<file path="config.mk">
export PLATFORM = sky130hd
export DESIGN_NAME = flag_alu
export DESIGN_NICKNAME = d
export VERILOG_FILES = /design/src/rtl/alu_pkg.sv /design/src/rtl/alu_addsub.sv /design/src/rtl/alu_shifter.sv /design/src/rtl/alu_logic.sv /design/src/rtl/flag_alu.sv
export SDC_FILE = /design/constraint.sdc
export NUM_CORES = 1
export LEC_CHECK = 0
export BUFFER_PORTS_ARGS = -buffer_cell sky130_fd_sc_hd__buf_2
export CAP_MARGIN = 10
export CORE_MARGIN = 1.5
export CORE_UTILIZATION = 50
export DETAILED_ROUTE_END_ITERATION = 16
export GPL_TIMING_DRIVEN = 1
export PLACE_DENSITY = 0.73
export SLEW_MARGIN = 10
export SYNTH_ARGS = -nofsm -noshare
export SYNTH_HDL_FRONTEND = slang
export SYNTH_SLANG_ARGS = --single-unit
</file>
<file path="constraint.sdc">
create_clock -name vclk -period 7.3
set_input_delay 1.46 -clock vclk [all_inputs]
set_output_delay 1.46 -clock vclk [all_outputs]
set_load 0.05 [all_outputs]
</file>
<file path="src/rtl/alu_pkg.sv">
package alu_pkg;
   localparam int FN_W = 5;

   typedef struct packed {
      logic       sub;
      logic [1:0] sel;
      logic       shft;
      logic       math;
   } alu_fn_t;

   typedef enum logic [1:0] {
      PATH_LOGIC = 2'b00,
      PATH_ARITH = 2'b01,
      PATH_SHIFT = 2'b10,
      PATH_CMP   = 2'b11
   } alu_path_e;

   function automatic alu_path_e path_of(input alu_fn_t f);
      return alu_path_e'({f.shft, f.math});
   endfunction
endpackage

</file>
<file path="src/rtl/alu_addsub.sv">
module alu_addsub #(
   parameter int WIDTH = 32
) (
   input  logic [WIDTH-1:0] a,
   input  logic [WIDTH-1:0] b,
   input  logic             subtract,
   output logic [WIDTH-1:0] sum,
   output logic             carry,
   output logic             ovf
);
   logic [WIDTH-1:0] b_eff;
   logic [WIDTH:0]   wide;

   always_comb begin
      b_eff = subtract ? ~b : b;
      wide  = {1'b0, a} + {1'b0, b_eff} + {{WIDTH{1'b0}}, subtract};
      sum   = wide[WIDTH-1:0];
      carry = wide[WIDTH];
      ovf   = (a[WIDTH-1] == b_eff[WIDTH-1]) && (sum[WIDTH-1] != a[WIDTH-1]);
   end
endmodule

</file>
<file path="src/rtl/alu_shifter.sv">
module alu_shifter #(
   parameter int WIDTH  = 32,
   parameter bit BARREL = 1'b1,
   localparam int SW    = $clog2(WIDTH)
) (
   input  logic [WIDTH-1:0] din,
   input  logic [SW-1:0]    amt,
   input  logic             left,
   input  logic             arith,
   output logic [WIDTH-1:0] dout
);
   logic [WIDTH-1:0] rin;
   logic [WIDTH-1:0] rout;
   logic             fill;

   always_comb begin
      fill = arith & ~left & din[WIDTH-1];
      for (int i = 0; i < WIDTH; i++) begin
         rin[i] = left ? din[WIDTH-1-i] : din[i];
      end
   end

   generate
      if (BARREL) begin : g_barrel
         logic [WIDTH-1:0] stage [0:SW];
         assign stage[0] = rin;
         for (genvar k = 0; k < SW; k++) begin : g_stage
            localparam int D = 1 << k;
            assign stage[k+1] = amt[k] ? {{D{fill}}, stage[k][WIDTH-1:D]} : stage[k];
         end
         assign rout = stage[SW];
      end else begin : g_operator
         logic signed [WIDTH:0] ext;
         logic signed [WIDTH:0] shifted;
         always_comb begin
            ext     = {fill, rin};
            shifted = ext >>> amt;
            rout    = shifted[WIDTH-1:0];
         end
      end
   endgenerate

   always_comb begin
      for (int i = 0; i < WIDTH; i++) begin
         dout[i] = left ? rout[WIDTH-1-i] : rout[i];
      end
   end
endmodule

</file>
<file path="src/rtl/alu_logic.sv">
module alu_logic #(
   parameter int WIDTH = 32
) (
   input  logic [WIDTH-1:0] a,
   input  logic [WIDTH-1:0] b,
   input  logic [1:0]       sel,
   output logic [WIDTH-1:0] y
);
   always_comb begin
      unique case (sel)
         2'b00:   y = a & b;
         2'b10:   y = a ^ b;
         default: y = a | b;
      endcase
   end
endmodule

</file>
<file path="src/rtl/flag_alu.sv">
module flag_alu #(
   parameter int WIDTH  = 32,
   parameter bit BARREL = 1'b1
) (
   input  logic [4:0]       fn,
   input  logic [WIDTH-1:0] a,
   input  logic [WIDTH-1:0] b,
   output logic [WIDTH-1:0] result,
   output logic             n_flag,
   output logic             v_flag,
   output logic             c_flag,
   output logic             z_flag
);
   import alu_pkg::*;

   localparam int SW = $clog2(WIDTH);

   generate
      if (WIDTH < 2 || (WIDTH & (WIDTH - 1)) != 0) begin : g_bad_width
         $error("flag_alu: WIDTH must be a power of two of at least 2");
      end
   endgenerate

   alu_fn_t          f;
   alu_path_e        path;
   logic             do_sub;
   logic [WIDTH-1:0] sum, shv, lgv;
   logic             carry, ovf, less;

   always_comb begin
      f      = alu_fn_t'(fn);
      path   = path_of(f);
      do_sub = f.sub | (path == PATH_CMP);
   end

   alu_addsub #(.WIDTH(WIDTH)) u_add (
      .a(a), .b(b), .subtract(do_sub),
      .sum(sum), .carry(carry), .ovf(ovf)
   );

   alu_shifter #(.WIDTH(WIDTH), .BARREL(BARREL)) u_shf (
      .din(b), .amt(a[SW-1:0]), .left(~f.sel[1]), .arith(f.sel[0]),
      .dout(shv)
   );

   alu_logic #(.WIDTH(WIDTH)) u_lgc (
      .a(a), .b(b), .sel(f.sel), .y(lgv)
   );

   always_comb begin
      less = f.sel[0] ? ~carry : (sum[WIDTH-1] ^ ovf);
      unique case (path)
         PATH_ARITH: result = sum;
         PATH_CMP:   result = {{(WIDTH-1){1'b0}}, less};
         PATH_SHIFT: result = shv;
         default:    result = lgv;
      endcase
      n_flag = sum[WIDTH-1];
      v_flag = ovf;
      c_flag = carry;
      z_flag = ~|result;
   end
endmodule

</file>
==> Word level (Yosys, flattened, before mapping) <==
Index checks and enable logic that the tools add are counted.
{ "totals": {"ff_bits": 0, "in_bits": 69, "output_inout_bits": 36, "word_cells": 94} }
{ "op_classes": {"addsub": 2, "eq_ne": 6, "muxes": 73, "bitwise_logic": 9, "reduce_logical": 4} }
{ "op_table": {"columns": ["cell", "count"], "rows": [
  ["32-bit two-way mux", 6],
  ["32-bit one-hot mux with 3 select lines", 1],
  ["1-bit two-way mux", 65],
  ["32-bit one-hot mux with 2 select lines", 1],
  ["32-bit by 32-bit adder with 33-bit output", 1],
  ["33-bit by 1-bit adder with 33-bit output", 1],
  ["32-bit bitwise AND", 1],
  ["32-bit inverter", 1],
  ["32-bit bitwise OR", 1],
  ["32-bit OR reduction", 1],
  ["32-bit bitwise XOR", 1],
  ["2-bit equality test (second input constant)", 3],
  ["1-bit bitwise AND", 2],
  ["2-bit by 1-bit equality test with 1-bit output (second input constant)", 1],
  ["2-bit logical NOT", 1],
  ["1-bit equality test", 1],
  ["1-bit logical AND", 1],
  ["1-bit logical NOT", 1],
  ["1-bit != test", 1],
  ["1-bit inverter", 1],
  ["1-bit bitwise OR", 1],
  ["1-bit bitwise XOR", 1]
]} }

==> Longest topological paths before layout <==
Gate-level depths: netlist of the first run.
{ "depth": {"word_depth": 12, "depth_mapped": 15, "ltp_nobuf": 13} }

==> By module <==
From an unflattened synthesis of the first run, not the netlist that was laid out.
{ "hier_totals": {"cells_unflattened": 1049, "area_unflattened_um2": 8291.7} }
{ "by_module_without_submodules": {"columns": ["mod", "n_inst", "cells_each", "area_per_inst_um2", "seq_area_each_um2"], "rows": [
  ["alu_shifter", 1, 482, 3723.6, 0.0],
  ["alu_addsub", 1, 276, 1983.2, 0.0],
  ["alu_logic", 1, 200, 1780.5, 0.0],
  ["flag_alu", 1, 91, 804.5, 0.0]
]} }

==> Worst setup path after synthesis of the first run <==
No wires, ideal clock.
{ "synth_path": {"kind": "input port to output port", "from": "input fn[1]", "to": "output z_flag", "t_arrival_ps": 6242, "required_time_ps": 5840, "slack_ps": -402, "cell_stages": 14, "path_buffers": 2, "cell_sequence": "a21oi_1 -> clkbuf_1 -> xnor2_1 -> ha_1 -> clkbuf_1 -> nand4_1 -> or3_1 -> o311a_1 -> o311ai_1 -> a21oi_1 -> mux2i_1 -> o21ai_0 -> or4b_1 -> nor3_2"} }
{ "synth_between": {"elab_cells_between_ends": 16, "cone_classes": "add/sub (2); eq/ne (5); mux (3); bitwise (3); reduce/logical (3)"} }
{ "synth_lines": {"columns": ["item", "line", "rtl"], "rows": [
  ["start: declaration", "flag_alu.sv:5", "input logic [4:0] fn,"],
  ["2-bit equality test", "flag_alu.sv:33, flag_alu.sv:52", null],
  ["1-bit bitwise OR", "flag_alu.sv:33", "do_sub = f.sub | (path == PATH_CMP);"],
  ["32-bit two-way mux", "alu_addsub.sv:15", "b_eff = subtract ? ~b : b;"],
  ["32-bit by 32-bit adder with 33-bit output", "alu_addsub.sv:16", "wide = {1'b0, a} + {1'b0, b_eff} + {{WIDTH{1'b0}}, subtract};"],
  ["33-bit by 1-bit adder with 33-bit output", "alu_addsub.sv:16", null],
  ["32-bit one-hot mux with 3 select lines *", "flag_alu.sv:52", "unique case (path)"],
  ["via result[29]", "flag_alu.sv:8", "output logic [WIDTH-1:0] result,"],
  ["32-bit OR reduction *", "flag_alu.sv:61", "z_flag = ~|result;"],
  ["1-bit logical NOT *", "flag_alu.sv:61", null],
  ["end: declaration", "flag_alu.sv:12", "output logic z_flag"]
]} }
Mark *: on every way through the listed nets, which the timed path passes. The rest lies on a longest branch.

==> Worst setup path in the final report of the first run <==
{ "layout_path": {"from": "input fn[1]", "to": "output z_flag"} }
{ "layout_between": {"elab_chain_len": 12, "elab_cells_between_ends": 16, "cone_classes": "add/sub (2); eq/ne (5); mux (3); bitwise (3); reduce/logical (3)"} }
{ "layout_rtl": {"columns": ["item", "line", "rtl"], "rows": [
  ["2-bit equality test", "flag_alu.sv:33, flag_alu.sv:52", null],
  ["1-bit bitwise OR", "flag_alu.sv:33", null],
  ["32-bit two-way mux", "alu_addsub.sv:15", null],
  ["32-bit by 32-bit adder with 33-bit output", "alu_addsub.sv:16", null],
  ["33-bit by 1-bit adder with 33-bit output", "alu_addsub.sv:16", null],
  ["1-bit != test", "alu_addsub.sv:19", "ovf = (a[WIDTH-1] == b_eff[WIDTH-1]) && (sum[WIDTH-1] != a[WIDTH-1]);"],
  ["1-bit logical AND", "alu_addsub.sv:19", null],
  ["1-bit bitwise XOR", "flag_alu.sv:51", "less = f.sel[0] ? ~carry : (sum[WIDTH-1] ^ ovf);"],
  ["1-bit two-way mux", "flag_alu.sv:51", null],
  ["32-bit one-hot mux with 3 select lines *", "flag_alu.sv:52", null],
  ["32-bit OR reduction *", "flag_alu.sv:61", null],
  ["1-bit logical NOT *", "flag_alu.sv:61", null]
]} }
Every way passes the cells marked *; elsewhere a longest branch is shown, timed or not.

==> results.sh, run 1 <==
export IMPL_outcome="finished, final reports clean"
export IMPL_worst_slew_pin_transition_ns=1.16
export IMPL_post_synth_cell_area_avg_um2=7.21
export IMPL_hold_worst_slack_ns=3.50
export IMPL_core_area_mm2=0.0158
export IMPL_cellInternalPower_mw=0.346
export IMPL_design_final_nets=1358
export IMPL_post_cts_setup_buffers=0
export IMPL_area_of_the_mapped_netlist_mm2=0.00809
export IMPL_sequential_cell_area_um2=0
export IMPL_max_clock_freq_ghz=0.140
export IMPL_vias_per_cell=6.98
export IMPL_drt_drc_violations_left=0
export IMPL_cp_data_arrival_time_ns=5.70
export IMPL_seqPwrFrac=0
export IMPL_power_leakage_nw=4.08
export IMPL_drt_iter0_drc=1351
export IMPL_timing_setup_tns_ns=0
export IMPL_unrepaired_setup_endpoints_after_global_routing="false"
export IMPL_setup_viol_count_final=0
export IMPL_overflow=0
export IMPL_finalMaxSlewViolations=0
export IMPL_number_of_global_route_vias_before_repair=8757
export IMPL_finalCritPeriodShare=0.981
export IMPL_grt_first_pass_wirelength_um=54300
export IMPL_worst_setup_path_end_kind="output port"
export IMPL_design_die_area_mm2=0.0170
export IMPL_sequential_cells=0
export IMPL_antenna_violating_nets_post_route=0
export IMPL_clock_power_share=0
export IMPL_post_route_cells_drive_above_1_share=0.206
export IMPL_dr_total_vias=9804
export IMPL_floorplan_rows=46
export IMPL_post_synth_top_area_fraction=0.153
export IMPL_crit_required_ns=5.84
export IMPL_synth_yosys_seq_area_share=0
export IMPL_wirelength_um=37200
export IMPL_cts_resized=0
export IMPL_synth_top_cell_by_area="sky130_fd_sc_hd__ha_1"
export IMPL_max_transition_margin=0.221
export IMPL_num_clock_buffers=0
export IMPL_num_io_pins=105
export IMPL_synth_lib_cells_used_distinct=84
export IMPL_report_power_total_mw=1.02
export IMPL_dpl_hpwl_um=29600
export IMPL_hold_viol=0
export IMPL_drt_pass1_iter_count=6
export IMPL_power_density_mw_per_mm2=115
export IMPL_portBuffers=105
export IMPL_holdCritStartpoint="a[31]"
export IMPL_syn_to_layout_area_delta_pct=9.99
export IMPL_per_cell_routed_wire_length_um=26.5
export IMPL_postSynthCellCount=1122
export IMPL_comb_power_share=1.000
export IMPL_postCtsHoldBufs=0
export IMPL_ir_drop_v=0.0000736
export IMPL_finalWeightedCongestion=1.11
export IMPL_timing_critical_path_from_type="input pin"
export IMPL_synth_net_count=1291
export IMPL_worstHoldEndpoint="v_flag"
export IMPL_timing_final_crit_period_ns=7.16
export IMPL_die_h_um=130
export IMPL_worstPathMaxFanout=25
export IMPL_power_net_switching_mw=0.678
export IMPL_effective_utilization_at_floorplan=0.511
export IMPL_final_design_area_no_fill_mm2=0.00890
export IMPL_grt_max_degree=82
export IMPL_yosys_warnings=0
export IMPL_floorplan_die_width_um=130
export IMPL_globalRouteTotalUtil=0.427
export IMPL_ys_top_cells_by_area="sky130_fd_sc_hd__ha_1, sky130_fd_sc_hd__mux4_2, sky130_fd_sc_hd__mux2i_1"
export IMPL_timing_worst_setup_path_type="in -> out"
export IMPL_post_dp_cell_area_mm2=0.00890
export IMPL_hold_path_class="in -> out"
export IMPL_power_switching_share=0.662
export IMPL_grt_antenna_before_repair=0
export IMPL_whs_path_depth=5
export IMPL_drv_cap=0
-- final cells by class --
| cell class | instances | area, um^2 |
|---|---|---|
| Multi-Input combinational cell | 944 | 7350 |
| Fill cell | 1599 | 6930 |
| Timing Repair Buffer | 158 | 953 |
| Inverter | 85 | 319 |
| Tap cell | 216 | 270 |
| Antenna cell | 1 | 2.50 |
-- worst max-delay path: stages --
cell,delay (ns)
sky130_fd_sc_hd__buf_2,0.12
sky130_fd_sc_hd__a21oi_4,0.17
sky130_fd_sc_hd__buf_12,0.22
sky130_fd_sc_hd__xnor2_1,0.13
sky130_fd_sc_hd__ha_1,0.36
sky130_fd_sc_hd__inv_1,0.06
sky130_fd_sc_hd__o311ai_1,0.36
sky130_fd_sc_hd__a21oi_1,0.25
sky130_fd_sc_hd__o211ai_1,0.56
sky130_fd_sc_hd__mux2i_1,0.20
sky130_fd_sc_hd__or4_4,0.52
sky130_fd_sc_hd__nor3_1,0.23
sky130_fd_sc_hd__nor4b_2,0.30
sky130_fd_sc_hd__nand4_1,0.24
sky130_fd_sc_hd__nor3_4,0.20
sky130_fd_sc_hd__buf_2,0.28
-- worst max path at each step --
stage | endpoint | depth (start not counted) | from
after floorplan | z_flag | 14 | fn[1]
after global placement | z_flag | 16 | fn[1]
after detailed placement | z_flag | 16 | fn[1]
after CTS | z_flag | 16 | fn[1]
after global routing | z_flag | 16 | fn[1]
final | z_flag | 16 | fn[1]
-- synth_stat cells (6+ instances only) --
| master | count |
|---|---|
| sky130_fd_sc_hd__a211o_1 | 10 |
| sky130_fd_sc_hd__a211oi_1 | 37 |
| sky130_fd_sc_hd__a21boi_0 | 7 |
| sky130_fd_sc_hd__a21o_1 | 13 |
| sky130_fd_sc_hd__a21oi_1 | 69 |
| sky130_fd_sc_hd__a221o_1 | 6 |
| sky130_fd_sc_hd__a22o_1 | 9 |
| sky130_fd_sc_hd__a22oi_1 | 7 |
| sky130_fd_sc_hd__a31oi_1 | 9 |
| sky130_fd_sc_hd__and2_1 | 10 |
| sky130_fd_sc_hd__and3_1 | 6 |
| sky130_fd_sc_hd__buf_1 | 7 |
| sky130_fd_sc_hd__buf_2 | 10 |
| sky130_fd_sc_hd__buf_6 | 8 |
| sky130_fd_sc_hd__clkbuf_1 | 63 |
| sky130_fd_sc_hd__ha_1 | 99 |
| sky130_fd_sc_hd__inv_1 | 82 |
| sky130_fd_sc_hd__mux2_2 | 33 |
| sky130_fd_sc_hd__mux2i_1 | 55 |
| sky130_fd_sc_hd__mux4_2 | 27 |
| sky130_fd_sc_hd__nand2_1 | 92 |
| sky130_fd_sc_hd__nand2b_1 | 14 |
| sky130_fd_sc_hd__nand3_1 | 35 |
| sky130_fd_sc_hd__nand4_1 | 12 |
| sky130_fd_sc_hd__nor2_1 | 76 |
| sky130_fd_sc_hd__nor2b_1 | 21 |
| sky130_fd_sc_hd__nor3_1 | 27 |
| sky130_fd_sc_hd__o2111ai_1 | 6 |
| sky130_fd_sc_hd__o211ai_1 | 27 |
| sky130_fd_sc_hd__o21a_1 | 7 |
| sky130_fd_sc_hd__o21ai_0 | 41 |
| sky130_fd_sc_hd__o221ai_1 | 7 |
| sky130_fd_sc_hd__o22ai_1 | 22 |
| sky130_fd_sc_hd__o31ai_1 | 6 |
| sky130_fd_sc_hd__or2_2 | 11 |
| sky130_fd_sc_hd__xnor2_1 | 38 |
| sky130_fd_sc_hd__xor2_1 | 13 |
-- cells by family after synthesis --
logic type      count (synthesis)  synth area share
compound gates                347             0.303
simple gates                  328             0.199
buf+inv                       178            0.0936
mux                           118             0.194
fa+ha+maj                     100             0.156
xor+xnor                       51            0.0552
-- metrics by stage --
step | worst slack, ns | util | cells
after floorplan | 0.0175 | - | 1122
after global placement | 0.367 | 0.562 | 1403
after detailed placement | 0.298 | 0.562 | 1403
after CTS | 0.275 | 0.562 | 1403
after global routing | 0.00794 | 0.562 | 1403
final | 0.142 | 0.562 | 1404
-- per-layer routing --
layer	GRT usage	part of all wire
met1	0.591	0.40
met2	0.639	0.41
met3	0.0951	0.13
met4	0.169	0.055
met5	0	0
-- power by group through the flow --
stage	registers [mW]	logic, mW	clock network (mW)
after global placement	0	0.987	0
after CTS	0	0.991	0
after global routing	0	1.08	0
final	0	1.02	0.000000000932
after detailed placement	0	0.987	0
after floorplan	0	0.689	0
-- cell usage in the layout, fill, tap and decap left out, drive strengths merged, types with 28 or more instances in the layout --
cell	synthesis	layout
nor3	28	28
buf	29	158
ha	99	99
mux2i	55	55
mux2	36	36
nand2	92	92
nor2	77	77
o21ai	42	42
a21oi	69	69
nand3	35	35
inv	83	83
xnor2	38	38
a211oi	38	38
No activity file was read; power rests on OpenSTA's default activity.
==> inputs of run 2 (changes only) <==
--- a/config.mk
+++ b/config.mk
@@ -7,6 +7,7 @@
 export LEC_CHECK = 0
 export BUFFER_PORTS_ARGS = -buffer_cell sky130_fd_sc_hd__buf_2
 export CAP_MARGIN = 10
+export CORE_ASPECT_RATIO = 1.25
 export CORE_MARGIN = 1.5
 export CORE_UTILIZATION = 50
 export DETAILED_ROUTE_END_ITERATION = 16
==> results.sh, run 2 (same netlist as run 1, synthesis figures left out) <==
export IMPL_hold_viol=0
export IMPL_outcome="finished, final reports clean"
export IMPL_dpl_hpwl_um=29800
export IMPL_finalMaxSlewViolations=0
export IMPL_max_transition_margin=0.260
export IMPL_final_common_cell="sky130_fd_sc_hd__buf_2"
export IMPL_portBuffers=105
export IMPL_worstPathMaxFanout=31
export IMPL_worst_slew_pin_transition_ns=1.11
export IMPL_die_h_um=145
export IMPL_core_area_mm2=0.0157
export IMPL_drv_cap=0
export IMPL_floorplan_rows=51
export IMPL_wirelength_um=36600
export IMPL_num_io_pins=105
export IMPL_grt_first_pass_wirelength_um=55100
export IMPL_post_cts_setup_buffers=0
export IMPL_worst_setup_path_end_kind="output port"
export IMPL_unrepaired_setup_endpoints_after_global_routing="false"
export IMPL_mostFrequentLayoutCells="sky130_fd_sc_hd__buf_2, sky130_fd_sc_hd__ha_1, sky130_fd_sc_hd__nand2_1, sky130_fd_sc_hd__inv_1, sky130_fd_sc_hd__nor2_1"
export IMPL_timing_critical_path_from_type="input pin"
export IMPL_grt_antenna_before_repair=1
export IMPL_ir_drop_v=0.0000628
export IMPL_effective_utilization_at_floorplan=0.515
export IMPL_utilization=0.566
export IMPL_overflow=0
export IMPL_drt_iter0_drc=1059
export IMPL_antenna_violating_nets_post_route=0
export IMPL_vias_per_cell=6.95
export IMPL_design_final_nets=1352
export IMPL_grt_max_degree=82
export IMPL_sequential_cell_area_um2=0
export IMPL_design_die_area_mm2=0.0170
export IMPL_syn_to_layout_area_delta_pct=9.83
export IMPL_hold_path_class="in -> out"
export IMPL_timing_setup_tns_ns=0
export IMPL_power_density_mw_per_mm2=115
export IMPL_floorplan_die_width_um=117
export IMPL_sequential_cells=0
export IMPL_cp_data_arrival_time_ns=5.66
export IMPL_number_of_global_route_vias_before_repair=9129
export IMPL_globalRouteTotalUtil=0.426
export IMPL_drt_pass1_iter_count=6
export IMPL_postCtsHoldBufs=0
export IMPL_power_leakage_nw=4.06
export IMPL_timing_worst_setup_path_type="in -> out"
export IMPL_crit_required_ns=5.84
export IMPL_antenna_diode_count=0
export IMPL_post_route_cells_drive_above_1_share=0.204
export IMPL_timing_final_crit_period_ns=7.12
export IMPL_max_clock_freq_ghz=0.140
export IMPL_dr_total_vias=9676
export IMPL_per_cell_routed_wire_length_um=26.3
export IMPL_finalCritPeriodShare=0.976
export IMPL_finalWeightedCongestion=1.10
export IMPL_num_clock_buffers=0
export IMPL_drt_drc_violations_left=0
export IMPL_setup_viol_count_final=0
==> run 2: cell types whose count changed in the layout (fill, tap and decap cells not counted), sizes merged <==
cell   delta
buf       -6
diode     -1
==> run 2: layout make-up <==
| class | instances | area [um^2] |
|---|---|---|
| fillers | 1590 | 6810 |
| inverters | 85 | 319 |
| multi-input cells | 944 | 7370 |
| well taps | 212 | 265 |
| repair buffers | 152 | 933 |
==> run 2: through the flow <==
| stage | setup slack (ns) | instances | total power [mW] | area [um^2] | hold WS [ns] |
|---|---|---|---|---|---|
| floorplan | 0.0175 | 1122 | 0.689 | 8100 | 3.28 |
| global placement | 0.315 | 1393 | 0.988 | 8870 | 3.48 |
| detailed placement | 0.0724 | 1393 | 0.988 | 8870 | 3.49 |
| CTS | 0.0822 | 1393 | 0.993 | 8870 | 3.49 |
| global route | 0.0385 | 1393 | 1.08 | 8890 | 3.56 |
| finish | 0.178 | 1393 | 1.02 | 8890 | 3.48 |
==> run 2: final timing paths <==
path	from	to	slack, ns	cells after the start
setup / recovery	fn[1]	z_flag	0.18	16
hold / removal	a[31]	v_flag	3.48	5
==> run 2: metal layers <==
metal	vias up	wire length, um	global-route usage
li1	4320	-	-
met1	4559	13700	0.539
met2	649	16800	0.690
met3	148	3750	0.0760
met4	0	2360	0.203
met5	-	0	0
==> run 2: what timing repair did <==
| action | 4_1_cts | 5_1_grt |
|---|---|---|
| setup endpoints to repair | 0 | 1 |
| hold endpoints to repair | 0 | 0 |
| resized for setup | 0 | 4 |
==> run 2: where the power goes <==
group          switching [mW]  internal, mW
Clock                       0             0
Sequential                  0             0
Combinational           0.676         0.346
==> run 2: worst max-delay path, stage by stage <==
cell                       delay [ns]
sky130_fd_sc_hd__buf_2           0.12
sky130_fd_sc_hd__a21oi_4         0.30
sky130_fd_sc_hd__buf_12          0.28
sky130_fd_sc_hd__xnor2_1         0.10
sky130_fd_sc_hd__ha_1            0.43
sky130_fd_sc_hd__nand4_1         0.18
sky130_fd_sc_hd__nor2_1          0.21
sky130_fd_sc_hd__a21oi_2         0.14
sky130_fd_sc_hd__o311a_1         0.53
sky130_fd_sc_hd__o311ai_2        0.41
sky130_fd_sc_hd__nand3_1         0.17
sky130_fd_sc_hd__a31o_2          0.29
sky130_fd_sc_hd__nor4_1          0.25
sky130_fd_sc_hd__nand4_1         0.27
sky130_fd_sc_hd__nor3_4          0.22
sky130_fd_sc_hd__buf_2           0.28
==> inputs of run 3 (changes only) <==
--- a/config.mk
+++ b/config.mk
@@ -9,10 +9,10 @@
 export CAP_MARGIN = 10
 export CORE_ASPECT_RATIO = 1.25
 export CORE_MARGIN = 1.5
-export CORE_UTILIZATION = 50
+export CORE_UTILIZATION = 40
 export DETAILED_ROUTE_END_ITERATION = 16
 export GPL_TIMING_DRIVEN = 1
-export PLACE_DENSITY = 0.73
+export PLACE_DENSITY = 0.61
 export SLEW_MARGIN = 10
 export SYNTH_ARGS = -nofsm -noshare
 export SYNTH_HDL_FRONTEND = slang
==> results.sh, run 3 (same netlist as run 1, synthesis figures left out) <==
export IMPL_outcome="finished, final reports clean"
export IMPL_drv_cap=0
export IMPL_floorplan_rows=58
export IMPL_timing_setup_tns_ns=0
export IMPL_seqPwrFrac=0
export IMPL_cp_data_arrival_time_ns=5.64
export IMPL_antenna_diode_count=0
export IMPL_antenna_violating_nets_post_route=0
export IMPL_unrepaired_setup_endpoints_after_global_routing="false"
export IMPL_post_route_cells_drive_above_1_share=0.215
export IMPL_power_switching_share=0.655
export IMPL_final_common_cell="sky130_fd_sc_hd__buf_2"
export IMPL_cellInternalPower_mw=0.358
export IMPL_worst_setup_margin_ns=0.197
export IMPL_globalRouteTotalUtil=0.357
export IMPL_timing_critical_path_from_type="input pin"
export IMPL_worst_slew_pin_transition_ns=1.03
export IMPL_sequential_cell_area_um2=0
export IMPL_floorplan_die_width_um=130
export IMPL_worstPathMaxFanout=17
export IMPL_report_power_total_mw=1.04
export IMPL_grt_first_pass_wirelength_um=56800
export IMPL_finalWeightedCongestion=1.04
export IMPL_dr_total_vias=9701
export IMPL_hold_viol=0
export IMPL_timing_critical_path_mode_cell="sky130_fd_sc_hd__buf_2"
export IMPL_num_clock_buffers=0
export IMPL_setup_viol_count_final=0
export IMPL_path_cells="buf_2 > a21oi_4 > buf_4 > xnor2_1 > ha_1 > a21oi_1 > o21ai_0 > a221oi_1 > o311ai_0 > or4_4 > nor3_1 > nor4b_2 > nand4_1 > nor3_4 > buf_2"
export IMPL_grt_antenna_before_repair=0
export IMPL_die_h_um=162
export IMPL_drt_pass1_iter_count=5
export IMPL_design_final_nets=1372
export IMPL_critical_path_top_delay_family="compound AO/OA/AOI/OAI gates"
export IMPL_wirelength_um=38500
export IMPL_placedCellCount=1471
export IMPL_clock_power_share=0
export IMPL_hold_path_class="in -> out"
export IMPL_core_area_mm2=0.0200
export IMPL_power_density_mw_per_mm2=114
export IMPL_crit_required_ns=5.84
export IMPL_dpl_hpwl_um=31300
export IMPL_effective_utilization_at_floorplan=0.405
export IMPL_vias_per_cell=6.59
export IMPL_worstPathBufferInverterCount=3
export IMPL_timing_worst_setup_path_type="in -> out"
export IMPL_cts_resized=0
export IMPL_syn_to_layout_area_delta_pct=12.2
export IMPL_ir_drop_v=0.0000902
export IMPL_area_of_combinational_cells_with_multiple_inputs_mm2=0.00735
export IMPL_finalMaxSlewViolations=0
export IMPL_design_die_area_mm2=0.0211
export IMPL_post_cts_setup_buffers=0
export IMPL_per_cell_routed_wire_length_um=26.1
export IMPL_max_transition_margin=0.309
export IMPL_power_net_switching_mw=0.679
export IMPL_power_leakage_nw=4.15
export IMPL_portBuffers=105
export IMPL_sequential_cells=0
export IMPL_drt_drc_violations_left=0
export IMPL_mostFrequentLayoutCells="sky130_fd_sc_hd__buf_2, sky130_fd_sc_hd__ha_1, sky130_fd_sc_hd__nand2_1, sky130_fd_sc_hd__inv_1, sky130_fd_sc_hd__nor2_1"
export IMPL_timing_final_crit_period_ns=7.10
export IMPL_cpMaxStageDelayCell="sky130_fd_sc_hd__a221oi_1"
export IMPL_worst_path_largest_cell_delay_ns=0.46
export IMPL_finalCritPeriodShare=0.973
export IMPL_overflow=0
export IMPL_drt_iter0_drc=1019
export IMPL_grt_max_degree=55
export IMPL_num_io_pins=105
export IMPL_comb_power_share=1.000
export IMPL_worst_setup_path_end_kind="output port"
export IMPL_layoutNonFillerInstCount=1471
export IMPL_number_of_global_route_vias_before_repair=9158
export IMPL_place_worst_setup_slack_ns=0.279
export IMPL_postCtsHoldBufs=0
export IMPL_max_clock_freq_ghz=0.141
export IMPL_fill_cells=2103
run 3: cell count changes in the layout (fill, tap and decap cells not counted):
cell	delta
sky130_fd_sc_hd__buf_4	+21
sky130_fd_sc_hd__a21oi_1	+2
sky130_fd_sc_hd__buf_12	-1
sky130_fd_sc_hd__a21boi_1	-1
sky130_fd_sc_hd__o311ai_2	-1
sky130_fd_sc_hd__o311ai_1	+1
sky130_fd_sc_hd__a21boi_0	+1
sky130_fd_sc_hd__a21oi_2	-2
run 3: worst paths after layout:
path | startpoint | endpoint | slack, ns | cells after the start
max | fn[1] | z_flag | 0.20 | 15
min | a[31] | v_flag | 3.48 | 5
run 3: tightest hold or removal path, cell delays in order:
cell	delay (ns)
sky130_fd_sc_hd__buf_2	0.13
sky130_fd_sc_hd__inv_1	0.09
sky130_fd_sc_hd__xnor2_1	0.12
sky130_fd_sc_hd__nor2_1	0.03
sky130_fd_sc_hd__buf_2	0.20
run 3: per-stage QoR:
stage	instance area, um^2	hold slack [ns]	utilization
6_report	9080	3.48	0.455
5_1_grt	9080	3.54	0.455
4_1_cts	9080	3.48	0.455
3_5_place_dp	9080	3.48	0.455
3_3_place_gp	9080	3.48	0.455
2_1_floorplan	8100	3.28	-
run 3: area by class of cell:
type               instances  area share
inverters                 85      0.0351
multi-input cells        944       0.810
well taps                270      0.0372
repair buffers           172       0.118
run 3: power groups by stage:
stage / clock network [mW] / logic (mW) / registers [mW]
5_1_grt: 0 / 1.10 / 0
2_1_floorplan: 0 / 0.689 / 0
6_report: 0 / 1.04 / 0
3_5_place_dp: 0 / 1.01 / 0
3_3_place_gp: 0 / 1.01 / 0
4_1_cts: 0 / 1.01 / 0
run 3: routing by layer:
| metal | wire length, um | vias to the layer above | track usage |
|---|---|---|---|
| met5 | 0 | - | 0 |
| met4 | 2370 | 0 | 0.183 |
| met3 | 3120 | 119 | 0.0313 |
| met2 | 18400 | 577 | 0.600 |
| met1 | 14600 | 4634 | 0.450 |
| li1 | - | 4371 | - |
